**src/rtl/pwr_limit_pkg.sv**
```systemverilog
package pwr_limit_pkg;

    typedef enum logic [1:0] {
        FAM_NB  = 2'd0,
        FAM_MC  = 2'd1,
        FAM_GEN = 2'd2
    } fam_e;

    typedef enum logic [1:0] {
        BIAS_NONE     = 2'b00,
        BIAS_MODERATE = 2'b01,
        BIAS_FULL     = 2'b10
    } bias_e;

    localparam int IDX_CAP     = 35;
    localparam int BIAS_THRESH = 17;

    // Index per dBm for each family, written as a left shift.
    function automatic int fam_shift(fam_e f);
        case (f)
            FAM_NB:  return 2;
            FAM_MC:  return 1;
            default: return 0;
        endcase
    endfunction

    function automatic int fam_offset(fam_e f);
        case (f)
            FAM_NB:  return 52;
            default: return 0;
        endcase
    endfunction

    function automatic int fam_max(fam_e f);
        case (f)
            FAM_NB:  return 28;
            FAM_MC:  return 40;
            default: return 35;
        endcase
    endfunction

endpackage

```
**src/rtl/pwr_dbm_map.sv**
```systemverilog
module pwr_dbm_map
    import pwr_limit_pkg::*;
#(
    parameter int   DBM_W = 8,
    parameter int   IDX_W = 8,
    parameter fam_e FAM   = FAM_GEN
) (
    input  logic signed [DBM_W-1:0] dbm,
    output logic        [IDX_W-1:0] ceil_idx
);
    localparam int SH   = fam_shift(FAM);
    localparam int OFS  = fam_offset(FAM);
    localparam int MAXV = fam_max(FAM);
    localparam int LW   = DBM_W + 4;

    logic signed [LW-1:0] ext;
    logic signed [LW-1:0] lin;
    logic        [LW-1:0] lin_u;

    assign ext   = {{4{dbm[DBM_W-1]}}, dbm};
    assign lin   = (ext <<< SH) - $signed(LW'(OFS));
    assign lin_u = lin;

    always_comb begin
        if (lin[LW-1])
            ceil_idx = '0;
        else if (lin > $signed(LW'(MAXV)))
            ceil_idx = IDX_W'(MAXV);
        else
            ceil_idx = IDX_W'(lin_u);
    end
endmodule

```
**src/rtl/pwr_idx_clamp.sv**
```systemverilog
module pwr_idx_clamp
    import pwr_limit_pkg::*;
#(
    parameter int IDX_W = 8
) (
    input  logic [IDX_W-1:0] req,
    input  logic [IDX_W-1:0] ceil_idx,
    input  logic             ceil_en,
    output logic [IDX_W-1:0] final_idx
);
    logic [IDX_W-1:0] reg_lim;

    always_comb begin
        reg_lim = req;
        if (ceil_en && (req > ceil_idx))
            reg_lim = ceil_idx;
        if (reg_lim > IDX_W'(IDX_CAP))
            final_idx = IDX_W'(IDX_CAP);
        else
            final_idx = reg_lim;
    end
endmodule

```
**src/rtl/pwr_bias_sel.sv**
```systemverilog
module pwr_bias_sel
    import pwr_limit_pkg::*;
#(
    parameter int IDX_W = 8
) (
    input  logic [IDX_W-1:0] mc_idx,
    output bias_e            bias_cls
);
    always_comb begin
        if (mc_idx <= IDX_W'(BIAS_THRESH))
            bias_cls = BIAS_MODERATE;
        else
            bias_cls = BIAS_FULL;
    end
endmodule

```
**src/rtl/pwr_limit_top.sv**
```systemverilog
module pwr_limit_top
    import pwr_limit_pkg::*;
#(
    parameter int DBM_W = 8,
    parameter int IDX_W = 8
) (
    input  logic                    clk,
    input  logic                    rst,
    input  logic                    load,
    input  logic                    lim_valid,
    input  logic                    lin_cal,
    input  logic signed [DBM_W-1:0] lim_dbm,
    input  logic        [IDX_W-1:0] req_nb,
    input  logic        [IDX_W-1:0] req_mc,
    output logic        [IDX_W-1:0] idx_nb,
    output logic        [IDX_W-1:0] idx_mc,
    output logic        [1:0]       bias
);
    typedef struct packed {
        logic [IDX_W-1:0] nb;
        logic [IDX_W-1:0] mc;
        bias_e            bias;
    } result_t;

    localparam int NFAM = 3;

    logic [IDX_W-1:0] ceil_w [NFAM];
    logic [IDX_W-1:0] ceil_nb, ceil_mc;
    result_t          nxt, cur;

    genvar g;
    generate
        for (g = 0; g < NFAM; g++) begin : g_map
            pwr_dbm_map #(
                .DBM_W(DBM_W),
                .IDX_W(IDX_W),
                .FAM  (fam_e'(g))
            ) u_map (
                .dbm     (lim_dbm),
                .ceil_idx(ceil_w[g])
            );
        end
    endgenerate

    assign ceil_nb = lin_cal ? ceil_w[FAM_NB] : ceil_w[FAM_GEN];
    assign ceil_mc = lin_cal ? ceil_w[FAM_MC] : ceil_w[FAM_GEN];

    pwr_idx_clamp #(.IDX_W(IDX_W)) u_clamp_nb (
        .req      (req_nb),
        .ceil_idx (ceil_nb),
        .ceil_en  (lim_valid),
        .final_idx(nxt.nb)
    );

    pwr_idx_clamp #(.IDX_W(IDX_W)) u_clamp_mc (
        .req      (req_mc),
        .ceil_idx (ceil_mc),
        .ceil_en  (lim_valid),
        .final_idx(nxt.mc)
    );

    pwr_bias_sel #(.IDX_W(IDX_W)) u_bias (
        .mc_idx  (nxt.mc),
        .bias_cls(nxt.bias)
    );

    always_ff @(posedge clk) begin
        if (rst)
            cur <= '{nb: '0, mc: '0, bias: BIAS_NONE};
        else if (load)
            cur <= nxt;
    end

    assign idx_nb = cur.nb;
    assign idx_mc = cur.mc;
    assign bias   = cur.bias;
endmodule

```
**config.mk**
```make
export PLATFORM = sky130hd
export DESIGN_NAME = pwr_limit_top
export DESIGN_NICKNAME = d
export VERILOG_FILES = /design/src/rtl/pwr_limit_pkg.sv /design/src/rtl/pwr_dbm_map.sv /design/src/rtl/pwr_idx_clamp.sv /design/src/rtl/pwr_bias_sel.sv /design/src/rtl/pwr_limit_top.sv
export SDC_FILE = /design/constraint.sdc
export NUM_CORES = 1
export LEC_CHECK = 0
export BUFFER_PORTS_ARGS = -buffer_cell sky130_fd_sc_hd__buf_2
export CAP_MARGIN = 10
export CORE_ASPECT_RATIO = 1.4
export CORE_UTILIZATION = 45
export DETAILED_ROUTE_END_ITERATION = 12
export GPL_ROUTABILITY_DRIVEN = 0
export PLACE_DENSITY = 0.71
export SYNTH_ARGS = -nofsm -noshare
export SYNTH_HDL_FRONTEND = slang
export SYNTH_SLANG_ARGS = --single-unit
```
**constraint.sdc**
```tcl
create_clock -name clk -period 4.7 [get_ports clk]
set_clock_uncertainty 0.2 [all_clocks]
set_input_delay 0.94 -clock clk [delete_from_list [all_inputs] [get_ports clk]]
set_output_delay 0.94 -clock clk [all_outputs]
set_load 0.05 [all_outputs]
```
==> flow_metrics.tcl, run 1 <==
set metrics [dict create \
    worstReg2RegStart "idx_nb[0]" \
    drtIter0Drc 31 \
    rr_worst_depth 2 \
    regToRegSetupSlack_ps 3690 \
    clk_pin_slew_ps 70 \
    postRouteAntennaNets 0 \
    setup_tns_ps 0 \
    reg2reg_to "idx_nb[0]" \
    numCtsBuffers 3 \
    cts.htree.levels 1 \
    worstSetupEndpointType "flip-flop" \
    grt_max_degree 19 \
    routed_wl_mm 3.77 \
    synthArstFlopShare_pct 0 \
    top_layer_used "met4" \
    diodes 0 \
    start_kind "input pin" \
    vias 1593 \
    rows 25 \
    synth-edff-count 0 \
    slew_headroom_pct 37.7 \
    worstSetupPathType "in2reg" \
    status "finished clean" \
    utilization_pct 56.0 \
    grt_pass1_wl_mm 6.29 \
    die_w_um 52.0 \
    hpwl_mm 3.06 \
    rsz0062_at_grt "false" \
    cts_tree "built" \
    wire_per_inst_um 13.4 \
    dr.pass1.iters 4 \
    critical_path_required_ps 4650 \
    ioPinCount 47 \
    die_area_um2 3740 \
    wl_met2_mm 2.03 \
    initial_core_util_pct 47.0 \
    drv_slew 0 \
    min_to "idx_nb[7]" \
    areaGrowthSynthToFinish_pct 19.0 \
    yosys.area.top_type_share_pct 22.9 \
    fin_crit_ps 3780 \
    met1Wirelength_mm 1.57 \
    min_path_cells 1 \
    antenna_found_initial 0 \
    hp-class "reg2reg" \
    max_cap_violations 0 \
    clockBufferDepth 2 \
    cp_data_arrival_time_ps 3740 \
    grt.total_usage_pct 21.4 \
    drive_above_1_share_pct 24.8 \
    netlist_area_um2 1570 \
    num-nets-final 289 \
    die_h_um 72.0 \
    worstHoldStart "idx_nb[7]" \
    synthTopCellsByArea "dfxtp_1 (23%), ha_1 (14%), nand3_1 (4.1%)" \
    cts_root_buf "clkbuf_8" \
    port_buffers 46 \
    post_cts_buffers 0 \
    netlist_top_cells_count "dfxtp_1 (18), ha_1 (17), nor2_1 (16), nand3_1 (13), o21ai_0 (11)" \
    grt_pass1_vias 1482 \
    grt_overflow 0 \
    p_leak_nw 0.815 \
    holdBufCountCts 0 \
    seq_area_frac_synth_pct 22.9 \
    yosysWarnings 0 \
    ys_ff_latch 18 \
    worst_pin_slew_ps 933 \
    p_total_mw 0.440 \
    clk_latency_ps 250 \
    synth_cell_types 46 \
    wl_met3_um 100 \
    yosysMostFrequentCell "dfxtp_1" \
    peakVddDrop_mv 0.224 \
    syn_inst 200 \
    clock-sinks 18 \
    postCtsResizedCells 0 \
    yosysTopAreaCell "dfxtp_1" \
    core_um2 3350 \
    postSynthAreaPerCell_um2 7.87 \
    min_period_over_period_pct 80.5 \
    power_per_cell_area_nw_per_um2 235 \
    drc 0 \
    ys.flop_type "dfxtp_1" \
    via_per_inst 5.65 \
    critPathMaxFanout 9 \
    finalHoldViolCount 0 \
    fmax_mhz 264 \
    setup_viol 0 \
]
[state kept, by name, summed over array words and instances (netlist names)]
name,flops
idx_mc,8
idx_nb,8
bias,2
[where the power goes]
| part | internal [mW] | switching (mW) | leakage, nW | total (mW) |
|---|---|---|---|---|
| sequential | 0.161 | 0.00395 | 0.148 | 0.165 |
| clock | 0.0743 | 0.0492 | 0.0288 | 0.124 |
| combinational | 0.0530 | 0.0987 | 0.639 | 0.152 |
| total | 0.288 | 0.152 | 0.815 | 0.440 |
[metrics by stage]
stage	std cells	hold slack, ps	area [um2]	worst slack [ps]
after CTS	282	259	1870	929
after floorplan	203	497	1590	1060
final	282	253	1870	916
after detailed placement	278	238	1820	667
after global placement	278	236	1820	719
after global routing	282	270	1870	710
[area by class of cell]
cell class | count | area [um2]
fillers | 363 | 1470
well taps | 40 | 50.0
clock buffers | 4 | 55.1
multi-input cells | 166 | 1140
inverters | 7 | 26.3
repair buffers | 47 | 238
flip-flops and latches | 18 | 360
[worst max-delay path by stage]
stage               startpoint   endpoint  slack, ps  cells past startpoint
floorplan           lim_dbm[1]  idx_nb[2]       1060                     13
global placement    lim_dbm[1]  idx_nb[2]        720                     13
detailed placement  lim_dbm[1]  idx_nb[2]        670                     13
CTS                 lim_dbm[1]  idx_nb[2]        930                     13
global route        lim_dbm[1]  idx_nb[2]        710                     13
finish              lim_dbm[1]  idx_nb[2]        920                     13
[placed cells by master, fill, tap and decap left out, types with 2 or more instances in the layout]
cell,count
a211oi_1,5
a21o_1,3
a21oi_1,8
a31oi_1,2
a32oi_1,2
and2_1,4
buf_2,46
clkbuf_8,4
conb_1,4
dfxtp_1,18
ha_1,17
inv_1,7
mux2_2,3
nand2_1,9
nand2b_1,9
nand3_1,13
nand3b_1,5
nand4_1,6
nor2_1,16
nor2b_1,6
nor3_1,3
nor3b_1,2
o211ai_1,5
o21ai_0,11
o21ai_1,4
o221ai_1,5
o31a_1,2
o31ai_1,4
xor2_1,2
[worst max-delay path, stage by stage]
cell	delay [ps]
buf_2	130
inv_1	80
ha_1	210
and2b_1	220
a211oi_1	290
nor3b_2	100
a32oi_1	250
ha_1	280
nand4_1	90
o21ai_0	90
o21ba_1	420
mux2_2	390
a211oi_1	260
[cell families (layout without fill, tap and decap cells)]
logic type	Yosys count	after routing	share of synthesized area [%]
and+or+nand+nor	82	82	28.8
other	1	4	0.238
AOI/OAI and AO/OA	58	58	26.2
xor gates and xnor gates	2	2	1.11
buffers and inverters	19	58	5.17
muxes	3	3	2.15
adders and majority gates	17	17	13.5
DFF	18	18	22.9
[routing by layer]
metal  track usage [%]  vias to the layer above
met5                 0                        -
met4              7.51                        0
met3              1.68                        8
met2              40.5                       34
met1              23.9                      725
li1                  -                      826
No activity file was read; power rests on OpenSTA's default activity.
==> inputs of run 2 (changes only) <==
- clock period: 4.7 -> 3.93 ns (I/O delays scaled with it)
==> flow_metrics.tcl, run 2 (synthesis results as in run 1) <==
set metrics [dict create \
    finalHoldViolCount 0 \
    num-nets-final 290 \
    place_area_um2 1830 \
    layout_common_cells "buf_2 (46), dfxtp_1 (18), ha_1 (17), nor2_1 (16), nand3_1 (13)" \
    dr.pass1.iters 4 \
    cp_data_arrival_time_ps 3520 \
    post_cts_buffers 0 \
    worstReg2RegStart "idx_nb[0]" \
    min_period_over_period_pct 90.5 \
    rsz0062_at_grt "false" \
    postRouteAntennaNets 0 \
    fin_area_um2 1880 \
    drive_above_1_share_pct 25.1 \
    clockBufferDepth 2 \
    pwr-share-comb_pct 34.6 \
    hpwl_mm 3.14 \
    critical_path_required_ps 3890 \
    ioPinCount 47 \
    rows 25 \
    routed_wl_mm 3.85 \
    hp-class "reg2reg" \
    max_cap_violations 0 \
    fin_hold_ws_ps 253 \
    diodes 0 \
    postCtsResizedCells 0 \
    die_area_um2 3740 \
    cts_tree "built" \
    seq_power_share_pct 37.4 \
    cp_slowest_cell "o21ba_1" \
    critPathMaxFanout 9 \
    clk_latency_ps 250 \
    die_h_um 72.0 \
    sw_frac_of_total_pct 34.6 \
    cts.htree.levels 1 \
    vias 1633 \
    p_total_mw 0.529 \
    grt_max_degree 19 \
    initial_core_util_pct 47.0 \
    holdBufCountCts 0 \
    clock-sinks 18 \
    slew_headroom_pct 38.9 \
    worstSetupEndpointType "flip-flop" \
    setup_tns_ps 0 \
    p_clk_share_pct 27.9 \
    fmax_mhz 281 \
    via_per_inst 5.77 \
    die_w_um 52.0 \
    areaGrowthSynthToFinish_pct 19.5 \
    p_leak_nw 0.820 \
    crit_chain "buf_2 -> inv_1 -> ha_1 -> and2b_1 -> a211oi_1 -> nor3b_2 -> a32oi_1 -> ha_1 -> nand4_1 -> o21ai_0 -> o21ba_1 -> mux2_2 -> a211oi_1" \
    start_kind "input pin" \
    wire_per_inst_um 13.6 \
    mostFrequentLayoutCell "buf_2" \
    numCtsBuffers 3 \
    port_buffers 46 \
    fin_crit_ps 3560 \
    cts_root_buf "clkbuf_8" \
    internal-power_mw 0.346 \
    crit_path_start "lim_dbm[1]" \
    core_um2 3350 \
    peakVddDrop_mv 0.215 \
    status "finished clean" \
    drtIter0Drc 51 \
    clk_pin_slew_ps 70 \
    grt_pass1_vias 1512 \
    worstHoldStart "idx_mc[6]" \
    p_sw_mw 0.183 \
    setup_viol 0 \
    antenna_found_initial 0 \
    utilization_pct 56.2 \
    grt_pass1_wl_mm 6.70 \
    grt.total_usage_pct 22.7 \
    critPathMaxStageDelay_ps 420 \
    grt_overflow 0 \
    worst_pin_slew_ps 915 \
    power_per_cell_area_nw_per_um2 282 \
    worstSetupPathType "in2reg" \
    drv_slew 0 \
    drc 0 \
]
run 2: cell types whose count changed in the layout (fill, tap and decap cells not counted), sizes merged:
cell | before | now
buf | 47 | 48
run 2: layout make-up:
cell class	instances	area (um2)
flip-flops and latches	18	360
repair buffers	48	245
well taps	40	50.0
clock buffers	4	55.1
inverters	7	26.3
multi-input cells	166	1140
fillers	341	1470
run 2: critical path, delay by kind of cell:
family	cells	cell delay, ps
AOI/OAI and AO/OA	5	1220
muxes	1	380
adders and majority gates	2	510
and+or+nand+nor	3	400
buffers and inverters	2	210
run 2: worst paths after layout:
check | end | slack (ps) | cells past startpoint
worst max-delay path | idx_nb[4] | 370 | 13
worst min register to register | idx_mc[6] | 250 | 1
worst min-delay path | idx_mc[6] | 250 | 1
worst max register to register | idx_nb[0] | 2900 | 2
run 2: per-layer routing:
layer,up-vias,track usage [%],wire (um)
li1,834,-,-
met1,744,27.1,1600
met2,49,41.7,2040
met3,6,2.73,161
met4,0,5.71,47
met5,-,0,0
run 2: power by group through the flow:
stage	registers (mW)	clock network, mW	logic [mW]
2_1_floorplan	0.238	0	0.0947
3_3_place_gp	0.202	0	0.182
3_5_place_dp	0.202	0	0.183
4_1_cts	0.198	0.150	0.184
5_1_grt	0.199	0.159	0.205
6_report	0.198	0.148	0.183
run 2: per-stage QoR:
step / worst slack, ps / instances
4_1_cts: 379 / 283
3_3_place_gp: 212 / 279
3_5_place_dp: 135 / 279
5_1_grt: 110 / 283
6_report: 375 / 283
2_1_floorplan: 447 / 203
